### src/rtl/sdram_init_seq.sv
module sdram_init_seq #(
  parameter int PWRUP_CYC = 16600,
  parameter int T_RP = 3,
  parameter int T_RC = 10,
  parameter int T_MRD = 2,
  parameter int ADDR_W = 12,
  parameter logic [2:0] BURST_LEN = 3'b011,
  parameter logic BURST_TYPE = 1'b0,
  parameter logic [2:0] CAS_LAT = 3'b011
) (
  input  logic              clk,
  input  logic              rst_n,
  input  logic              clk_stable,
  output logic [3:0]        cmd,
  output logic [ADDR_W-1:0] addr,
  output logic              init_done
);
  localparam int TM1 = (T_RP > T_RC) ? T_RP : T_RC;
  localparam int TM2 = (TM1 > T_MRD) ? TM1 : T_MRD;
  localparam int TMAX = (TM2 > PWRUP_CYC) ? TM2 : PWRUP_CYC;
  localparam int CW = $clog2(TMAX + 1);
  localparam logic [3:0] C_NOP = 4'b0111;
  localparam logic [3:0] C_PRE = 4'b0010;
  localparam logic [3:0] C_REF = 4'b0001;
  localparam logic [3:0] C_LMR = 4'b0000;
  localparam logic [ADDR_W-1:0] MODE_WORD = ADDR_W'({CAS_LAT, BURST_TYPE, BURST_LEN});
  localparam logic [ADDR_W-1:0] ALL_BANKS = ADDR_W'(1) << 10;

  typedef enum logic [3:0] {
    S_WAIT, S_PWR, S_PRE, S_TRP, S_REF1, S_TRC1, S_REF2, S_TRC2, S_LMR, S_TMRD, S_DONE
  } st_t;

  st_t st, nx;
  logic [CW-1:0] cnt, cnt_nx;
  wire zero = (cnt == '0);

  always_comb begin
    nx = st;
    cnt_nx = zero ? cnt : cnt - 1'b1;
    case (st)
      S_WAIT: if (clk_stable) begin nx = S_PWR; cnt_nx = CW'(PWRUP_CYC - 1); end
      S_PWR:  if (zero) nx = S_PRE;
      S_PRE:  begin nx = S_TRP; cnt_nx = CW'(T_RP - 2); end
      S_TRP:  if (zero) nx = S_REF1;
      S_REF1: begin nx = S_TRC1; cnt_nx = CW'(T_RC - 2); end
      S_TRC1: if (zero) nx = S_REF2;
      S_REF2: begin nx = S_TRC2; cnt_nx = CW'(T_RC - 2); end
      S_TRC2: if (zero) nx = S_LMR;
      S_LMR:  begin nx = S_TMRD; cnt_nx = CW'(T_MRD - 2); end
      S_TMRD: if (zero) nx = S_DONE;
      default: nx = S_DONE;
    endcase
    if (st != S_DONE && !clk_stable) nx = S_WAIT;
  end

  always_ff @(posedge clk or negedge rst_n)
    if (!rst_n) begin
      st  <= S_WAIT;
      cnt <= '0;
    end else begin
      st  <= nx;
      cnt <= cnt_nx;
    end

  assign cmd = (st == S_PRE)  ? C_PRE :
               (st == S_REF1 || st == S_REF2) ? C_REF :
               (st == S_LMR)  ? C_LMR : C_NOP;
  assign addr = (st == S_PRE) ? ALL_BANKS :
                (st == S_LMR) ? MODE_WORD : '0;
  assign init_done = (st == S_DONE);
endmodule

### config.mk
export PLATFORM = sky130hd
export DESIGN_NAME = sdram_init_seq
export DESIGN_NICKNAME = d
export VERILOG_FILES = /design/src/rtl/sdram_init_seq.sv
export SDC_FILE = /design/constraint.sdc
export NUM_CORES = 1
export LEC_CHECK = 0
export ABC_AREA = 0
export ABC_CLOCK_PERIOD_IN_PS = 1900
export BUFFER_PORTS_ARGS = -buffer_cell sky130_fd_sc_hd__buf_2
export CAP_MARGIN = 20
export CORE_ASPECT_RATIO = 0.6
export CORE_MARGIN = 2
export CORE_UTILIZATION = 52
export CTS_BUF_LIST = sky130_fd_sc_hd__clkbuf_8
export CTS_CLUSTER_SIZE = 10
export DETAILED_ROUTE_END_ITERATION = 8
export GPL_TIMING_DRIVEN = 0
export PLACE_DENSITY = 0.85
export RECOVER_POWER = 100
export REMOVE_ABC_BUFFERS = 1
export SYNTH_ARGS = -nofsm -noshare
export SYNTH_HDL_FRONTEND = slang
export SYNTH_SLANG_ARGS = --single-unit
### constraint.sdc
create_clock -name clk -period 1.9 [get_ports clk]
set_input_delay 0.19 -clock clk [delete_from_list [all_inputs] [get_ports clk]]
set_output_delay 0.19 -clock clk [all_outputs]
set_load 0.02 [all_outputs]
==> results of run 1 <==
-- state kept, by name, summed over array words and instances, names as in the netlist --
| name | count |
|---|---|
| st | 4 |
| cnt | 15 |
-- cells in the mapped netlist, types with 4 or more instances --
library cell / number / area, um^2
nor2_1: 5 / 18.8
dfrtp_1: 19 / 475
o31ai_1: 4 / 30.0
nor3_1: 5 / 25.0
inv_1: 7 / 26.3
a21oi_1: 9 / 45.0
o21ai_0: 9 / 45.0
nand2_1: 8 / 30.0
buf_4: 11 / 82.6
nor4_1: 4 / 25.0
or4_1: 6 / 45.0
nand3_1: 7 / 35.0
-- final timing paths --
| kind | from | slack, ns | cells past startpoint | to |
|---|---|---|---|---|
| setup / recovery | cnt[0] | 0.04 | 4 | cnt[5] |
| hold / removal | clk_stable | 0.27 | 2 | st[0] |
| setup reg to reg | cnt[0] | 0.04 | 4 | cnt[5] |
| hold reg to reg | cnt[14] | 0.54 | 2 | cnt[14] |
| max in group asynchronous | rst_n | 0.59 | 2 | st[2] |
| min in group asynchronous | rst_n | 0.62 | 2 | cnt[12] |
-- cell families (layout without fill, tap and decap cells) --
logic type,Yosys count,count (layout),share of synthesized area [%]
other cells,1,8,0.296
mux,1,1,0.791
flops,19,19,37.6
compound gates,33,33,16.6
fa+ha+maj,2,2,1.98
simple gates,57,57,29.2
xor+xnor,3,3,2.08
buf+inv,25,32,11.5
-- layout make-up --
type                       instances  area [um^2]
clock inverter                     1         5.00
inverter                           7         26.3
timing repair buffer              21          138
tap                               30         37.5
multi-input combinational        104          739
sequential                        19          480
clock buffer                       3         41.3
fill                             166          761
-- metrics by stage --
step | utilization, % | setup slack [ns]
floorplan | - | -2.09
global placement | 56.8 | -0.216
detailed placement | 56.8 | -0.264
CTS | 62.9 | 0.0137
global route | 65.9 | -0.0184
finish | 65.9 | 0.0380
-- power groups by stage --
stage          sequential (mW)  combinational (mW)  clock (mW)
6_report                 0.536               0.230       0.281
3_3_place_gp             0.524               0.161           0
5_1_grt                  0.544               0.254       0.312
3_5_place_dp             0.529               0.170           0
4_1_cts                  0.520               0.206       0.285
2_1_floorplan            0.511               0.127           0
-- critical path, stage by stage (launching register included) --
cell and delay, ns:
dfrtp_1 0.40, buf_4 0.16, or4_1 0.63, or4_1 0.43
a21oi_1 0.17
-- what timing repair did --
item,in CTS,in global routing
endpoints found under the hold margin,19,0
setup buffers,5,4
pin swaps,2,1
hold buffers,1,0
resized for setup,11,10
endpoints found under the setup margin,21,9
-- placed cells by master (no fill, tap or decap), types with 4 or more instances in the layout --
cell type / instances
a21oi_1: 9
buf_2: 9
buf_4: 9
conb_1: 8
dfrtp_1: 15
dfrtp_2: 4
inv_1: 4
nand2_1: 8
nand3_1: 7
nor2_1: 5
nor3_1: 4
o21ai_0: 9
o31ai_1: 4
or4_1: 6
-- per-layer routing --
layer | track usage (%) | vias up | share of wire (%)
met5 | 0 | - | 0
met4 | 7.35 | 0 | 3.1
met3 | 9.41 | 13 | 12
met2 | 34.7 | 74 | 46
met1 | 37.8 | 558 | 40
li1 | - | 536 | -
==> impl_metrics.ini, run 1 <==
[pwr]
internal-power_uw = 692
seqPwrFrac_pct = 51.2
p_leak_nw = 0.603
p_total_mw = 1.05
p_sw_uw = 354
p_per_area_nw_per_um2 = 713
pwr-share-comb_pct = 22.0
clockPowerShare_pct = 26.8
irDropWorstVdd_v = 0.000488
p_sw_share_pct = 33.9

[yosys]
async_flop_share_pct = 100
ys_types = 45
synth_seq_area_share_pct = 37.6
synth_ff_type = dfrtp_1
yosys_warnings = 0
synth.avg_cell_area_um2 = 8.97
syn_inst = 141
ys_seq_elements = 19
synth_edf_count = 0
syn-cell-area_um2 = 1260

[route]
drt_iter0_markers = 125
wire_per_inst_um = 17.5
wirelength_um = 3240
dr.pass1.iters = 4
ant_nets = 0
num_vias = 1181
drc = 0
vias_per_cell = 6.38

[floorplan]
coreArea_um2 = 2230
die-area_um2 = 2860
ios = 20
start_util_pct = 56.8
die_w_um = 67.7
chipHeight_um = 42.2
num_rows = 13

[setup_path]
endpoint_kind = register
crit_type = reg -> reg
crit_fanout = 4
arrival_ns = 2.05
required_ns = 2.08
cp-start-kind = register

[clocking]
cts-buffers-inserted = 3
clk_latency_ns = 0.26
htreeDepth = 1
cts_tree = done
cts.path.max_buffers = 2
clk_pin_slew_ns = 0.07
clkSinkCount = 19
cts-root-buf = clkbuf_8

[global_routing]
antenna_found_initial = 0
grt-ovfl-total = 0
track_usage_pct = 25.6
grt_max_degree = 20
grt_pass1_vias = 1033
grt_pass1_wl_um = 5280

[sta]
fin_crit_ns = 1.86
slew_headroom_pct = 31.8
fmax_mhz = 537
fin_tns_setup_ns = 0
finClkSkew_ns = 0.00485
worst_slew_pin_slew_ns = 1.02
hold_violations = 0
holdWs_ns = 0.267
finalCritPeriodShare_pct = 98.0
finalMaxSlewViolations = 0
setup_viol = 0

[place]
postPlaceCellArea_um2 = 1260
gp_congestion = 0.854
port_buffers = 11
dp.final_hpwl_um = 2210
place_inst = 171

[final_layout]
synthToLayoutAreaGrowth_pct = 16.0
fin_cells = 185
diodes = 0
nets = 161
postLayoutCellArea_um2 = 1470
drive_above_1_share_pct = 29.0

[outcome]
status = finished, final reports clean

[worst_hold_path]
min_path_type = in -> reg

[job]
drv_cap = 0
(Power assumes the default switching activity.)
==> inputs of run 2 (changes only) <==
--- a/config.mk
+++ b/config.mk
@@ -5,18 +5,18 @@
 export SDC_FILE = /design/constraint.sdc
 export NUM_CORES = 1
 export LEC_CHECK = 0
-export ABC_AREA = 0
-export ABC_CLOCK_PERIOD_IN_PS = 1900
+export ABC_AREA = 1
+export ABC_CLOCK_PERIOD_IN_PS = 2000
 export BUFFER_PORTS_ARGS = -buffer_cell sky130_fd_sc_hd__buf_2
 export CAP_MARGIN = 20
 export CORE_ASPECT_RATIO = 0.6
 export CORE_MARGIN = 2
-export CORE_UTILIZATION = 52
+export CORE_UTILIZATION = 59
 export CTS_BUF_LIST = sky130_fd_sc_hd__clkbuf_8
 export CTS_CLUSTER_SIZE = 10
 export DETAILED_ROUTE_END_ITERATION = 8
 export GPL_TIMING_DRIVEN = 0
-export PLACE_DENSITY = 0.85
+export PLACE_DENSITY = 0.89
 export RECOVER_POWER = 100
 export REMOVE_ABC_BUFFERS = 1
 export SYNTH_ARGS = -nofsm -noshare
==> constraint.sdc (replaced) <==
create_clock -name clk -period 2 [get_ports clk]
set_input_delay 0.2 -clock clk [delete_from_list [all_inputs] [get_ports clk]]
set_output_delay 0.2 -clock clk [all_outputs]
set_load 0.02 [all_outputs]
==> run 2 against run 1 <==
Sequential power rose by 25%. First-iteration DRC count is 41% lower. Hold slack better by 0.014 ns. Cell count grew 34%. Non-clock buffer count fell by 9. Combinational power rose to 5.2 times the previous value. Routed wire length is 9.4% lower. Clock skew shrank 0.0021 ns. Critical path type is now reg -> out. Largest power group is now combinational cells. Highest routed layer unchanged.
==> impl_metrics.ini, run 2 <==
[pwr]
clockPowerShare_pct = 12.7
p_sw_share_pct = 50.2
seqPwrFrac_pct = 31.4
p_per_area_nw_per_um2 = 1400
p_total_mw = 2.14
p_sw_mw = 1.07
pwr-share-comb_pct = 55.9
irDropWorstVdd_v = 0.000641
internal-power_mw = 1.07
p_leak_nw = 0.820

[setup_path]
worstRegToRegCells = 7
cp.depth = 5
crit_slowest_cell = dfrtp_1
arrival_ns = 1.55
crit_family = flip-flops
path_cells = o21ai_1, nand2_1, inv_1, nand2_4, buf_2
crit_type = reg -> out
cp-start-kind = register
r2r_end = st[0]
reg2reg_slack_ns = 0.27
crit_buf_inv = 2
r2r-start = cnt[0]
crit_fanout = 7
required_ns = 1.80
cp_slowest_stage_delay_ns = 0.44
endpoint_kind = primary output

[clocking]
cts-buffers-inserted = 3
clk_latency_ns = 0.26
ctsResizeCount = 0
htreeDepth = 1
cts_hold_buf = 1
cts-root-buf = clkbuf_8
postCtsSetupRepairBufs = 0
cts_tree = done
cts.path.max_buffers = 2
clk_pin_slew_ns = 0.07
clkSinkCount = 19

[route]
wirelength_um = 2930
wire_per_inst_um = 11.8
dr.pass1.iters = 4
drt_iter0_markers = 74
ant_nets = 0
vias_per_cell = 5.10
drc = 0
num_vias = 1266

[place]
gp_congestion = 0.859
port_buffers = 11
postPlaceCellArea_um2 = 1510
dp.final_hpwl_um = 2290
place_inst = 243

[yosys]
ys_seq_elements = 19
async_flop_share_pct = 100
yosys_warnings = 0
yosysMostFrequentCell = nand2_1
synth_ff_type = dfrtp_1
synth_top_area_cell = dfrtp_1
synth_edf_count = 0
syn_inst = 205
netlist_top_cells_count = nand2_1, nor2_1, inv_1, dfrtp_1, nand3_1
ys_types = 29
synthDominantCellAreaShare_pct = 32.0
synth_seq_area_share_pct = 32.0
synth.avg_cell_area_um2 = 7.25
syn-cell-area_um2 = 1490
ys_top_cells_by_area = dfrtp_1, nand2_1, nor2_1, nand3_1, inv_1

[worst_hold_path]
hold_path_depth = 4
hp-start = clk_stable
min_to = cnt[10]
min_path_type = in -> reg

[job]
drv_cap = 0

[global_routing]
grt_pass1_wl_um = 4870
grt-ovfl-total = 0
grt_pass1_vias = 1076
antenna_found_initial = 0
grt_max_degree = 20
track_usage_pct = 22.6

[floorplan]
chipHeight_um = 42.9
start_util_pct = 60.6
die-area_um2 = 2950
coreArea_um2 = 2450
num_rows = 14
die_w_um = 68.8
ios = 20

[final_layout]
fin_cells = 248
final_cell_mix = nand2_1, nor2_1, inv_1
top_regs = cnt (15), st (4)
final_util_pct = 62.2
final_common_cell = nand2_1
nets = 222
largest-register = cnt
largest_reg_flops = 15
synthToLayoutAreaGrowth_pct = 2.61
postLayoutCellArea_um2 = 1530
diodes = 0
drive_above_1_share_pct = 13.9

[sta]
finalMaxSlewViolations = 0
setup_viol = 0
grt_setup_unrepaired = false
fin_crit_ns = 1.75
finalCritPeriodShare_pct = 87.3
finClkSkew_ns = 0.00272
worst_slew_pin_slew_ns = 1.07
fmax_mhz = 573
slew_headroom_pct = 28.4
hold_violations = 0

[outcome]
status = finished, final reports clean
## run 2: changes by cell type after synthesis, sizes merged, moves of 4 or more
cell	delta
nor3	-4
nand3	+13
xor2	+5
nand2	+45
o31ai	-4
or4	-6
or3	-4
nor4	-6
nor2	+38
inv	+21
a21oi	-7
clkbuf	-4
## run 2: cell families after synthesis
family	synth area share [%]
AND/OR/NAND/NOR	43.8
buffers and inverters	13.4
flip-flops	32.0
AO/OA/AOI/OAI	5.98
XOR/XNOR	2.95
adder cells (fa/ha/maj)	1.68
other	0.252
## run 2: power groups by stage
stage	combinational, mW	sequential, mW	clock (mW)
floorplan	1.06	0.640	0
global placement	1.23	0.671	0
detailed placement	1.26	0.675	0
CTS	1.27	0.668	0.279
global route	1.37	0.690	0.292
finish	1.20	0.671	0.273
## run 2: worst max-delay path by stage
stage               startpoint      to
floorplan                st[0]  cmd[1]
global placement        cnt[0]  cnt[0]
detailed placement      cnt[0]  cnt[0]
CTS                      st[1]  cmd[2]
global route            cnt[0]   st[3]
finish                   st[1]  cmd[2]
## run 2: layout make-up
class	instances	area [um^2]
inverter	28	105
clock buffer	3	41.3
timing repair buffer	12	55.1
clock inverter	1	3.75
tap	32	40.0
multi-input combinational	153	805
fill	219	927
sequential	19	475
## run 2: worst min-delay path, delay by kind of cell
family | cells | cell delay, ns
simple gates | 2 | 0.10
compound gates | 1 | 0.09
buf+inv | 1 | 0.12
## run 2: metal layers
layer | GRT usage, % | share of wire [%]
met1 | 33.9 | 52
met3 | 7.43 | 7.4
met4 | 4.71 | 0.72
met5 | 0 | 0
met2 | 31.3 | 40
## run 2: per-stage QoR
stage / hold slack [ns] / setup WS [ns] / setup TNS [ns]
global placement: 0.170 / 0.479 / 0
finish: 0.281 / 0.254 / 0
global route: 0.309 / 0.128 / 0
floorplan: -0.0956 / -0.202 / -0.395
CTS: 0.283 / 0.275 / 0
detailed placement: 0.172 / 0.449 / 0
==> inputs of run 3 (changes only) <==
--- a/config.mk
+++ b/config.mk
@@ -11,12 +11,11 @@
 export CAP_MARGIN = 20
 export CORE_ASPECT_RATIO = 0.6
 export CORE_MARGIN = 2
-export CORE_UTILIZATION = 59
-export CTS_BUF_LIST = sky130_fd_sc_hd__clkbuf_8
+export CORE_UTILIZATION = 57
 export CTS_CLUSTER_SIZE = 10
 export DETAILED_ROUTE_END_ITERATION = 8
 export GPL_TIMING_DRIVEN = 0
-export PLACE_DENSITY = 0.89
+export PLACE_DENSITY = 0.87
 export RECOVER_POWER = 100
 export REMOVE_ABC_BUFFERS = 1
 export SYNTH_ARGS = -nofsm -noshare
==> run 3 against run 2 <==
Combinational power hardly changed. Cell area down 0.74%. Non-clock buffer count unchanged. Clock skew barely moved. Count of clock-buffer cells in the layout did not move. First-iteration DRC count grew 55%. Largest power group unchanged. Highest routed layer unchanged.
==> impl_metrics.ini, run 3 (synthesized netlist as in run 2, its figures left out) <==
[setup_path]
r2r_end = cnt[3]
startpoint = st[0]
required_ns = 2.20
arrival_ns = 2.03
cp-start-kind = register
endpoint_kind = register
reg2reg_slack_ns = 0.16
r2r-start = st[0]
crit_fanout = 6
worstRegToRegCells = 7
crit_type = reg -> reg

[clocking]
cts.path.max_buffers = 2
clk_latency_ns = 0.26
clkSinkCount = 19
cts_hold_buf = 1
clk_pin_slew_ns = 0.08
postCtsSetupRepairBufs = 0
cts-root-buf = clkbuf_8
cts_tree = done
cts-buffers-inserted = 3
ctsResizeCount = 0
htreeDepth = 1

[pwr]
p_leak_nw = 0.812
p_per_area_nw_per_um2 = 1420
p_total_mw = 2.15
irDropWorstVdd_v = 0.000689

[route]
drt_iter0_markers = 115
wirelength_um = 3110
vias_per_cell = 5.11
ant_nets = 0
num_vias = 1267
dr.pass1.iters = 4
drc = 0
wire_per_inst_um = 12.5

[final_layout]
synthToLayoutAreaGrowth_pct = 1.85
postLayoutCellArea_um2 = 1510
drive_above_1_share_pct = 13.9
largest_reg_flops = 15
top_regs = cnt (15), st (4)
final_cell_mix = nand2_1, nor2_1, inv_1
largest-register = cnt
diodes = 0
fin_cells = 248
final_util_pct = 60.9
final_common_cell = nand2_1
nets = 222
n_fill_cell = 237

[floorplan]
ios = 20
num_rows = 14
coreArea_um2 = 2490
die_w_um = 69.9
chipHeight_um = 43.6
start_util_pct = 59.8
die-area_um2 = 3050

[global_routing]
grt_pass1_wl_um = 5440
grt-ovfl-total = 0
antenna_found_initial = 0
grt_pass1_vias = 1107
track_usage_pct = 23.4
grt_max_degree = 20

[sta]
holdWs_ns = 0.298
worst_slack_ns = 0.162
finClkSkew_ns = 0.00274
worst_slew_pin_slew_ns = 1.07
fin_tns_setup_ns = 0
fmax_mhz = 544
grt_setup_unrepaired = false
finalMaxSlewViolations = 0
hold_violations = 0
finalCritPeriodShare_pct = 91.9
slew_headroom_pct = 28.4
setup_viol = 0
fin_crit_ns = 1.84

[place]
dp.final_hpwl_um = 2440
gp_congestion = 0.922
pre_cts_slack_ns = 0.441
port_buffers = 11
postPlaceCellArea_um2 = 1510
place_inst = 243

[job]
drv_cap = 0

[outcome]
status = finished, final reports clean

[worst_hold_path]
min_to = st[0]
min_path_type = in -> reg
hp-start = clk_stable
hold_path_depth = 3
## run 3: cell count changes in the layout (fill, tap and decap cells not counted), sizes merged
cell	before	now
buf	3	1
inv	29	28
clkbuf	11	13
clkinv	0	1
## run 3: layer usage
metal  up-vias  GRT usage [%]  part of all wire (%)
li1        651              -                     -
met1       577           36.7                    51
met2        35           33.1                    41
met3         4           5.12                   7.4
met4         0           4.62                  0.74
met5         -              0                     0
## run 3: area by class of cell
| class | count | area, um^2 | area share, % |
|---|---|---|---|
| well taps | 32 | 40.0 | 2.64 |
| inverters | 28 | 105 | 6.94 |
| multi-input cells | 153 | 793 | 52.4 |
| repair buffers | 12 | 53.8 | 3.55 |
| flip-flops and latches | 19 | 475 | 31.4 |
| clock buffers | 3 | 41.3 | 2.73 |
| clock inverters | 1 | 5.00 | 0.331 |
## run 3: power breakdown
group | switching [mW] | leakage (nW) | internal, mW
logic | 0.794 | 0.540 | 0.402
registers | 0.154 | 0.247 | 0.521
clock network | 0.139 | 0.0255 | 0.139
total | 1.09 | 0.812 | 1.06
## run 3: worst max path at each step
stage / to / slack [ns]
after CTS: cmd[2] / 0.26
final: cnt[3] / 0.16
after global routing: cnt[3] / 0.07
after detailed placement: cnt[0] / 0.44
after floorplan: cmd[1] / -0.20
after global placement: cnt[0] / 0.48
## run 3: worst max-delay path, cell delays in order (launching register included)
cell and delay (ns):
dfrtp_1 0.41, inv_1 0.11, nand2_1 0.14, nor2_2 0.28, inv_2 0.12, o21ai_0 0.42
inv_1 0.15, o21ai_1 0.15
